File: src/rtl/dd_pkg.sv
package dd_pkg;

  localparam int OPW       = 3;
  localparam int TW        = 4;
  localparam int NCLASS    = 4;
  localparam int PER_CLASS = 2;
  localparam int NSTN      = NCLASS * PER_CLASS;
  localparam int STN_FIRST = 8;
  localparam int NTAGS     = 1 << TW;

  typedef logic [TW-1:0]  tag_t;
  typedef logic [OPW-1:0] op_t;

  localparam op_t OP_ADD = 3'd2;
  localparam op_t OP_SUB = 3'd3;
  localparam op_t OP_MUL = 3'd4;
  localparam op_t OP_DIV = 3'd5;
  localparam op_t OP_LD  = 3'd6;
  localparam op_t OP_ST  = 3'd7;

  localparam tag_t REG_FIRST = 4'd4;

  function automatic tag_t class_base(op_t op);
    case (op)
      OP_ADD, OP_SUB: class_base = 4'd8;
      OP_MUL, OP_DIV: class_base = 4'd10;
      OP_LD:          class_base = 4'd12;
      OP_ST:          class_base = 4'd14;
      default:        class_base = 4'd0;
    endcase
  endfunction

  function automatic logic has_dst(op_t op);
    has_dst = (op >= OP_ADD) && (op <= OP_LD);
  endfunction

  function automatic logic reads_a(op_t op);
    reads_a = ((op >= OP_ADD) && (op <= OP_DIV)) || (op == OP_ST);
  endfunction

  function automatic logic reads_b(op_t op);
    reads_b = (op >= OP_ADD) && (op <= OP_DIV);
  endfunction

  function automatic logic is_mem(op_t op);
    is_mem = (op == OP_LD) || (op == OP_ST);
  endfunction

endpackage

File: src/rtl/dd_alloc.sv
module dd_alloc
  import dd_pkg::*;
#(
  parameter int PERC = PER_CLASS
) (
  input  op_t              op0_i,
  input  op_t              op1_i,
  input  logic [NTAGS-1:0] free_i,
  output tag_t             gnt0_o,
  output tag_t             gnt1_o
);

  tag_t             base0;
  tag_t             base1;
  logic [NTAGS-1:0] free_left;

  // slot 0: lowest free station of its class
  always_comb begin
    base0  = class_base(op0_i);
    gnt0_o = '0;
    if (base0 != '0) begin
      for (int s = PERC - 1; s >= 0; s--) begin
        if (free_i[base0 + tag_t'(s)]) gnt0_o = base0 + tag_t'(s);
      end
    end
  end

  // slot 1: lowest station still free after slot 0's pick
  always_comb begin
    free_left = free_i;
    if (gnt0_o != '0) free_left[gnt0_o] = 1'b0;
    base1  = class_base(op1_i);
    gnt1_o = '0;
    if (base1 != '0) begin
      for (int s = PERC - 1; s >= 0; s--) begin
        if (free_left[base1 + tag_t'(s)]) gnt1_o = base1 + tag_t'(s);
      end
    end
  end

endmodule

File: src/rtl/dd_rename.sv
module dd_rename
  import dd_pkg::*;
#(
  parameter int NREG = 4,
  parameter int NRET = 4
) (
  input  tag_t               src_i,
  input  logic [NREG*TW-1:0] map_i,
  input  logic [NRET*TW-1:0] ret_i,
  input  logic               fwd_en_i,
  input  tag_t               fwd_reg_i,
  input  tag_t               fwd_tag_i,
  output tag_t               tag_o
);

  localparam tag_t REG_LAST = REG_FIRST + tag_t'(NREG - 1);

  tag_t owner;
  tag_t idx;
  logic owner_leaving;

  always_comb begin
    owner = '0;
    idx   = src_i - REG_FIRST;
    if ((src_i >= REG_FIRST) && (src_i <= REG_LAST)) owner = map_i[idx*TW +: TW];
    owner_leaving = 1'b0;
    for (int k = 0; k < NRET; k++) begin
      if (ret_i[k*TW +: TW] == owner) owner_leaving = 1'b1;
    end
    tag_o = src_i;
    if ((owner != '0) && !owner_leaving) tag_o = owner;
    // same-pair producer wins over the table
    if (fwd_en_i && (src_i != '0) && (src_i == fwd_reg_i)) tag_o = fwd_tag_i;
  end

endmodule

File: src/rtl/dd_pack.sv
module dd_pack
  import dd_pkg::*;
#(
  parameter int ADDRW = 32
) (
  input  op_t                        op_i,
  input  tag_t                       stn_i,
  input  tag_t                       dst_i,
  input  tag_t                       sa_i,
  input  tag_t                       sb_i,
  input  logic [ADDRW-1:0]           addr_i,
  output logic [OPW+4*TW+ADDRW-1:0]  word_o
);

  localparam int SB_LSB  = ADDRW;
  localparam int SA_LSB  = SB_LSB + TW;
  localparam int DST_LSB = SA_LSB + TW;
  localparam int STN_LSB = DST_LSB + TW;
  localparam int OP_LSB  = STN_LSB + TW;

  always_comb begin
    word_o = '0;
    if (stn_i != '0) begin
      word_o[OP_LSB +: OPW] = op_i;
      word_o[STN_LSB +: TW] = stn_i;
      case (op_i)
        OP_LD: begin
          word_o[DST_LSB +: TW]  = dst_i;
          word_o[0 +: ADDRW]     = addr_i;
        end
        OP_ST: begin
          word_o[SA_LSB +: TW]   = sa_i;
          word_o[0 +: ADDRW]     = addr_i;
        end
        default: begin
          word_o[DST_LSB +: TW]  = dst_i;
          word_o[SA_LSB +: TW]   = sa_i;
          word_o[SB_LSB +: TW]   = sb_i;
        end
      endcase
    end
  end

endmodule

File: src/rtl/dual_dispatch.sv
module dual_dispatch
  import dd_pkg::*;
#(
  parameter int ADDRW = 32,
  parameter int NREG  = 4,
  parameter int NRET  = 4
) (
  input  logic                         clk,
  input  logic                         rst_n,
  input  logic                         exc_i,
  input  logic [2:0]                   op0_i,
  input  logic [3:0]                   dst0_i,
  input  logic [3:0]                   srca0_i,
  input  logic [3:0]                   srcb0_i,
  input  logic [ADDRW-1:0]             addr0_i,
  input  logic [2:0]                   op1_i,
  input  logic [3:0]                   dst1_i,
  input  logic [3:0]                   srca1_i,
  input  logic [3:0]                   srcb1_i,
  input  logic [ADDRW-1:0]             addr1_i,
  input  logic [7:0]                   busy_i,
  input  logic [NREG*4-1:0]            rmap_i,
  input  logic [NRET*4-1:0]            ret_i,
  output logic [3+16+ADDRW-1:0]        bus0_o,
  output logic [3+16+ADDRW-1:0]        bus1_o,
  output logic [1:0]                   take_o
);

  localparam int WW      = OPW + 4 * TW + ADDRW;
  localparam int STN_LSB = ADDRW + 3 * TW;
  localparam int OP_LSB  = ADDRW + 4 * TW;
  localparam int NSRC    = 4;

  // ---------------- free map: idle or leaving this cycle
  logic [NTAGS-1:0] free_map;
  assign free_map[STN_FIRST-1:0] = '0;

  for (genvar j = 0; j < NSTN; j++) begin : g_free
    logic leaving;
    always_comb begin
      leaving = 1'b0;
      for (int k = 0; k < NRET; k++) begin
        if (ret_i[k*TW +: TW] == tag_t'(STN_FIRST + j)) leaving = 1'b1;
      end
    end
    assign free_map[STN_FIRST + j] = ~busy_i[j] | leaving;
  end

  // ---------------- station choice
  tag_t gnt0, gnt1;

  dd_alloc #(.PERC(PER_CLASS)) u_alloc (
    .op0_i  (op0_i),
    .op1_i  (op1_i),
    .free_i (free_map),
    .gnt0_o (gnt0),
    .gnt1_o (gnt1)
  );

  // ---------------- issue decision
  logic halted_q;
  logic issue_ok;
  logic slot0_live;
  logic dep;
  tag_t stn0, stn1;

  assign issue_ok   = ~exc_i & ~halted_q;
  assign slot0_live = class_base(op0_i) != '0;

  always_comb begin
    dep = 1'b0;
    if (has_dst(op0_i)) begin
      if (reads_a(op1_i) && (srca1_i == dst0_i)) dep = 1'b1;
      if (reads_b(op1_i) && (srcb1_i == dst0_i)) dep = 1'b1;
      if (has_dst(op1_i) && (dst1_i == dst0_i)) dep = 1'b1;
    end
    if (has_dst(op1_i)) begin
      if (reads_a(op0_i) && (srca0_i == dst1_i)) dep = 1'b1;
      if (reads_b(op0_i) && (srcb0_i == dst1_i)) dep = 1'b1;
    end
    if (is_mem(op0_i) && is_mem(op1_i)) dep = 1'b1;
  end

  always_comb begin
    stn0 = issue_ok ? gnt0 : '0;
    stn1 = '0;
    if (issue_ok && !(slot0_live && (stn0 == '0) && dep)) stn1 = gnt1;
  end

  // ---------------- source renaming, four lookups
  tag_t src_raw [NSRC];
  tag_t src_ren [NSRC];

  assign src_raw[0] = srca0_i;
  assign src_raw[1] = srcb0_i;
  assign src_raw[2] = srca1_i;
  assign src_raw[3] = srcb1_i;

  for (genvar g = 0; g < NSRC; g++) begin : g_ren
    localparam bit SECOND = (g >= 2);
    dd_rename #(.NREG(NREG), .NRET(NRET)) u_ren (
      .src_i     (src_raw[g]),
      .map_i     (rmap_i),
      .ret_i     (ret_i),
      .fwd_en_i  (SECOND && has_dst(op0_i)),
      .fwd_reg_i (dst0_i),
      .fwd_tag_i (stn0),
      .tag_o     (src_ren[g])
    );
  end

  // ---------------- bus words
  logic [WW-1:0] word0_n, word1_n;

  dd_pack #(.ADDRW(ADDRW)) u_pack0 (
    .op_i   (op0_i),
    .stn_i  (stn0),
    .dst_i  (dst0_i),
    .sa_i   (src_ren[0]),
    .sb_i   (src_ren[1]),
    .addr_i (addr0_i),
    .word_o (word0_n)
  );

  dd_pack #(.ADDRW(ADDRW)) u_pack1 (
    .op_i   (op1_i),
    .stn_i  (stn1),
    .dst_i  (dst1_i),
    .sa_i   (src_ren[2]),
    .sb_i   (src_ren[3]),
    .addr_i (addr1_i),
    .word_o (word1_n)
  );

  logic [1:0] take_n;
  logic       halted_n;
  assign take_n   = {stn1 != '0, stn0 != '0};
  assign halted_n = halted_q | exc_i;

  // ---------------- registers
  logic [WW-1:0] bus0_q, bus1_q;
  logic [1:0]    take_q;

  always_ff @(posedge clk or negedge rst_n) begin
    if (!rst_n) begin
      bus0_q   <= '0;
      bus1_q   <= '0;
      take_q   <= '0;
      halted_q <= 1'b0;
    end else begin
      bus0_q <= word0_n;
      bus1_q <= word1_n;
      take_q <= take_n;
      if (exc_i) halted_q <= halted_n;
    end
  end

  assign bus0_o = bus0_q;
  assign bus1_o = bus1_q;
  assign take_o = take_q;

  // ---------------- assertions
  tag_t rt0, rt1;
  op_t  op1_out;
  assign rt0     = bus0_q[STN_LSB +: TW];
  assign rt1     = bus1_q[STN_LSB +: TW];
  assign op1_out = bus1_q[OP_LSB +: OPW];

  AST_TWO_DISTINCT: assert property (@(posedge clk) disable iff (!rst_n)
    ((rt0 != '0) && (rt1 != '0)) |-> (rt0 != rt1));

  AST_CLASS_MATCH: assert property (@(posedge clk) disable iff (!rst_n)
    (rt1 != '0) |-> (rt1[TW-1:1] == class_base(op1_out)[TW-1:1]));

  AST_GRANT_WAS_FREE: assert property (@(posedge clk) disable iff (!rst_n)
    (rt0 != '0) |-> ((($past(free_map) >> rt0) & 16'd1) != 16'd0));

  AST_DEP_HOLDS_BACK: assert property (@(posedge clk) disable iff (!rst_n)
    ($past(dep) && $past(slot0_live) && (rt0 == '0)) |-> (rt1 == '0));

  AST_HALT_QUIET: assert property (@(posedge clk) disable iff (!rst_n)
    halted_q |-> ((take_q == 2'b00) && (bus0_q == '0) && (bus1_q == '0)));

  AST_HALT_STICKY: assert property (@(posedge clk) disable iff (!rst_n)
    halted_q |=> halted_q);

endmodule

File: config.mk
export PLATFORM = sky130hd
export DESIGN_NAME = dual_dispatch
export DESIGN_NICKNAME = d
export VERILOG_FILES = /design/src/rtl/dd_pkg.sv /design/src/rtl/dd_alloc.sv /design/src/rtl/dd_rename.sv /design/src/rtl/dd_pack.sv /design/src/rtl/dual_dispatch.sv
export SDC_FILE = /design/constraint.sdc
export NUM_CORES = 1
export LEC_CHECK = 0
export BUFFER_PORTS_ARGS = -buffer_cell sky130_fd_sc_hd__buf_2
export CELL_PAD_IN_SITES_DETAIL_PLACEMENT = 1
export CELL_PAD_IN_SITES_GLOBAL_PLACEMENT = 1
export CORE_MARGIN = 3
export CORE_UTILIZATION = 34
export CTS_CLUSTER_SIZE = 25
export DETAILED_ROUTE_END_ITERATION = 6
export GPL_ROUTABILITY_DRIVEN = 0
export PLACE_DENSITY_LB_ADDON = 0.1
export RECOVER_POWER = 100
export SYNTH_ARGS = -nofsm -noshare
export SYNTH_HDL_FRONTEND = slang
export SYNTH_SLANG_ARGS = --single-unit
File: constraint.sdc
create_clock -name clk -period 1.8 [get_ports clk]
set_input_delay 0.36 -clock clk [delete_from_list [all_inputs] [get_ports clk]]
set_output_delay 0.36 -clock clk [all_outputs]
set_load 0.005 [all_outputs]
# After elaboration in Yosys (flattened, before gate mapping)
# Index checks and enable logic that the tools add are counted.
# classes
addsub,6
order_cmp,20
eq_ne,65
n_shift,4
n_mux,97
n_bitwise,22
n_reduce_logical,53
# op_table
operator,n
== test 4 bit (second input constant),32
two-way mux 51 bit,2
two-way mux 4 bit,24
== test 4 bit,21
two-way mux 32 bit,2
indexed part select 16 x 7 -> 4 bit,4
two-way mux 1 bit,61
nonzero test 4 bit,11
one-hot mux 4 bit (4 select lines),2
logical AND 1 bit,26
< comparator 4 x 5 -> 1 bit (second input constant),5
== test 3 bit (second input constant),8
AND 16 bit,1
binary-select mux 1 bit (select 4 bit),4
>= comparator 4 x 3 -> 1 bit (second input constant),4
<= comparator 4 x 3 -> 1 bit (second input constant),4
two-way mux 16 bit,1
inverter 16 bit,1
subtractor 4 x 3 -> 4 bit (second input constant),4
== test 3 x 2 -> 1 bit (second input constant),4
<= comparator 3 bit (second input constant),4
OR reduction 2 bit,6
inverter 1 bit,10
bitwise OR 1 bit,9
other kinds (8),17
# totals
reg_bits,105
inputBits,137
elab_cells,271

# Depth between registers and ports, before layout
# logic_depth
word_depth,26
ltp_mapped,13
depth_no_buf,10

# Cells and area by module
# A second synthesis with hierarchy kept.
# hier_totals
hier_cells,733
hier_area_um2,7298.2
# modules_own_cells
module,n_inst,cells_per_inst,area_each_um2,seq_area_each_um2
dual_dispatch,1,217,3347.0,2627.5
dd_rename,4,84,674.4,0.0
dd_pack,2,63,432.9,0.0
dd_alloc,1,54,387.9,0.0

# Worst setup path before layout
# Ideal clock, no wire load.
# synth_timing
kind,input -> register
start,input port srcb1_i[0]
end,"register bus1_q[32], in the netlist bus1_o[32]"
setup_time_ns,0.120
t_arrival_ns,2.726
setup_slack_ns,-1.046
cell_stages,9
n_path_buf,2
path_cell_list,buf_2 > mux4_2 > buf_2 > or4b_2 > o311ai_1 > a221oi_2 > o21ai_2 > mux2_2 > o211a_1
# synth_between
elab_chain_cells,15
# synth_lines
item,line,text
"start, declared",dual_dispatch.sv:19,"input logic [3:0] srcb1_i,"
"parallel branches: the longest is 14 deep, another holds subtractor 4 x 3 -> 4 bit",n/a,
two-way mux 51 bit *,dd_pack.sv:23,if (stn_i != '0) begin
net u_pack1.word_o[32],dd_pack.sv:12,output logic [OPW+4*TW+ADDRW-1:0] word_o
"end signal, assigned",dual_dispatch.sv:152,bus1_q <= word1_n;
"end, declared",dual_dispatch.sv:141,"logic [WW-1:0] bus0_q, bus1_q;"
# Mark *: on every way through the listed nets, which the timed path passes.
# A chain may end at the register's enable or synchronous reset.

# Worst setup path after layout
# Same ends and word-level chain as after synthesis.

==> results.py <==
metrics = {
    "run_status": {
        "outcome": "finished with violations",
        "violations": "setup timing",
    },
    "logic_synthesis": {
        "synth.net_count": 807,
        "synth.area.top_cells": "dfrtp_1, and2_1, xnor2_1",
        "synth-edff-count": 0,
        "yosysUniqueCellTypes": 72,
        "yosysWarnings": 0,
        "synth_cells": 664,
        "synth_flop_cell": "dfrtp_1",
        "synth_top_cell_by_area": "dfrtp_1",
        "yosysSeqAreaShare_pct": 40.5,
        "syn_area_um2": 6480,
        "synth_seq_cells": 105,
        "synth_top_area_share_pct": 40.5,
        "synth-async-reset-ratio_pct": 100,
        "syn_avg_cell_area_um2": 9.77,
    },
    "route": {
        "drt_iter0_markers": 347,
        "drt_first_pass_iters": 4,
        "avgViaCountPerCell": 5.49,
        "vias": 7195,
        "routed_wl_mm": 29.8,
        "drc": 0,
        "wl_per_cell_um": 22.7,
        "final_antenna_net_count": 0,
    },
    "finish": {
        "fin_util_pct": 57.8,
        "area_growth_pct": 63.5,
        "final_cells": 1310,
        "final_common_cell": "buf_4",
        "final_layout_size_suffix_gt1_share_pct": 50.7,
        "mostFrequentLayoutCells": "buf_4, buf_2, dfrtp_1",
        "nFillCells": 2105,
        "nets": 1217,
    },
    "sta": {
        "setup_tns_ns": -38.46,
        "finalCritPeriodShare_pct": 135,
        "skew_ns": 0.00731,
        "slew_headroom_pct": 4.22,
        "holdWs_ns": 0.221,
        "setup_ws_ns": -0.624,
        "tightest_slew_ns": 1.44,
        "finalHoldViolCount": 0,
        "min_period_ns": 2.42,
        "slew_violations": 0,
        "setup_viol": 104,
        "rsz0062_at_grt": "yes",
        "fmax_ghz": 0.413,
    },
    "power": {
        "netSwitchingFraction_pct": 30.1,
        "cellPowerDensity_nw_per_um2": 567,
        "p_leak_uw": 0.00499,
        "p_switching_uw": 1810,
        "power_frac_comb_pct": 28.5,
        "pwr-share-clk_pct": 32.3,
        "p_int_uw": 4200,
        "ir_drop_v": 0.000435,
        "power.share.sequential_pct": 39.2,
    },
    "cts": {
        "cts-root-buf": "clkbuf_16",
        "insertion_delay_ns": 0.34,
        "cts.sinks": 105,
        "htree_levels": 3,
        "cts-buffers-inserted": 9,
        "path_clk_slew_ns": 0.08,
        "clock_path_buffers": 2,
        "tritoncts": "done",
    },
    "global_route": {
        "gr-usage-met2_pct": 50.0,
        "use_met1_pct": 30.6,
        "antenna_found_initial": 2,
        "grt_pass1_vias": 7803,
        "grt_pass1_wl_mm": 43.3,
        "grt_start_max_net_pins": 106,
        "use_met3_pct": 4.20,
        "grt.total_usage_pct": 27.0,
        "overflow": 0,
        "busiest_layer": "met2",
    },
    "floorplanning": {
        "die_h_um": 144,
        "die_area_um2": 20800,
        "die_width_um": 144,
        "core_region_area_um2": 18300,
        "row_count": 49,
        "io_pins": 241,
        "start_util_pct": 35.4,
    },
    "flow_run": {
        "maxCapViolations": 0,
    },
    "critical_path": {
        "path_max_fanout": 7,
        "r2r-start": "halted_q$_DFFE_PN0P_",
        "crit_end": "bus1_o[32]$_DFF_PN0_",
        "crit_start": "srcb1_i[0]",
        "start_kind": "primary input",
        "timing.rr.end": "bus1_o[37]$_DFF_PN0_",
        "cp.required_ns": 2.04,
        "rrSetupSlack_ns": -0.25,
        "rr_worst_depth": 7,
        "setup.worst_path.class": "in -> reg",
        "end_kind": "register",
        "critPathArrivalTime_ns": 2.67,
    },
    "place": {
        "dp_cells": 1254,
        "dp_hpwl_mm": 21.8,
        "dpl_worst_slack_ns": -1.16,
        "io_buffers": 240,
    },
    "hold_path": {
        "hold_path_class": "in -> reg",
        "min_path_cells": 2,
    },
}
[cells by family (layout without fill, tap and decap cells)]
kind of cell             Yosys count  after routing  share of synthesized area, %
AND/OR/NAND/NOR                  284            284                          24.9
AO/OA/AOI/OAI                    119            119                          14.1
flip-flops                       105            105                          40.5
buffers and inverters             68            483                          4.82
XOR/XNOR                          62             62                          8.37
multiplexers                      20             20                          6.19
adder cells (fa/ha/maj)            6              6                          1.16
other                              0              2                             0
[critical path, cell delays in order]
cell and delay, ns:
buf_12 0.11, mux4_2 0.59, buf_12 0.18, xnor2_2 0.13, nand3_1 0.11, a21o_1 0.24
o211a_1 0.23, o21ai_2 0.19, mux2_4 0.32, o211a_1 0.20
[layout make-up]
type | instances | area, um2 | share of cell area [%]
clock buffers | 10 | 239 | 2.25
clock inverters | 6 | 56.3 | 0.531
diodes | 2 | 5.00 | 0.0472
inverters | 18 | 77.6 | 0.732
well taps | 229 | 287 | 2.70
multi-input cells | 491 | 4330 | 40.8
repair buffers | 448 | 2980 | 28.1
flip-flops and latches | 105 | 2630 | 24.8
repair inverters | 1 | 8.76 | 0.0826
[power by group through the flow]
stage / Combinational (uW) / Clock [uW] / Sequential [uW]
after global routing: 1820 / 2100 / 2360
after detailed placement: 1400 / 0 / 2400
after floorplan: 715 / 0 / 2400
after global placement: 1350 / 0 / 2400
final: 1710 / 1940 / 2360
after CTS: 1590 / 1980 / 2360
[synth_stat cells, types with 4 or more instances]
cell type	instances
o211a_1	5
o21ai_0	16
buf_6	4
nand4b_1	4
buf_2	17
a32oi_1	12
o32ai_1	5
nand2b_1	10
mux4_2	16
nor2_1	40
nor2b_1	13
clkbuf_1	26
o22ai_1	6
and2_1	78
o311ai_1	4
inv_1	17
dfrtp_1	105
xnor2_1	46
and3_1	14
a21oi_1	14
xor2_1	16
nand4_1	9
o31ai_1	10
nand3b_1	7
or3_1	5
nand2_1	35
nand3_1	23
nor4_1	9
a22oi_1	5
o21a_1	6
nor3_1	16
ha_1	6
[timing repair]
action | in CTS | in global routing
setup endpoints to repair | 104 | 103
resized for setup | 123 | 57
gates cloned | 3 | 1
hold buffers | 0 | 0
pin swaps | 30 | 31
setup buffers | 29 | 6
[sequential cells by signal, indices dropped and copies added, names as in the netlist]
| name | cells |
|---|---|
| take_o | 2 |
| halted_q | 1 |
| bus0_o | 51 |
| bus1_o | 51 |
[per-stage QoR]
stage	instance area [um2]	power [uW]
2_1_floorplan	6750	3120
3_3_place_gp	9240	3750
3_5_place_dp	9240	3800
4_1_cts	10400	5930
5_1_grt	10600	6280
6_report	10600	6010
[metal layers]
layer / vias to the layer above / share of wire [%]
met5: - / 0
met3: 75 / 6.6
li1: 3196 / -
met4: 0 / 3.5
met2: 334 / 52
met1: 3590 / 38
[worst min path at each step]
stage / slack, ns / end / from
6_report: 0.22 / bus0_o[12]$_DFF_PN0_ / addr0_i[12]
3_3_place_gp: 0.45 / bus1_o[6]$_DFF_PN0_ / rst_n
5_1_grt: 0.21 / bus1_o[17]$_DFF_PN0_ / addr1_i[17]
3_5_place_dp: 0.47 / bus1_o[6]$_DFF_PN0_ / rst_n
2_1_floorplan: 0.06 / bus0_o[0]$_DFF_PN0_ / rst_n
4_1_cts: 0.09 / bus1_o[6]$_DFF_PN0_ / rst_n
Note: power is estimated with default switching activity, not from simulation.
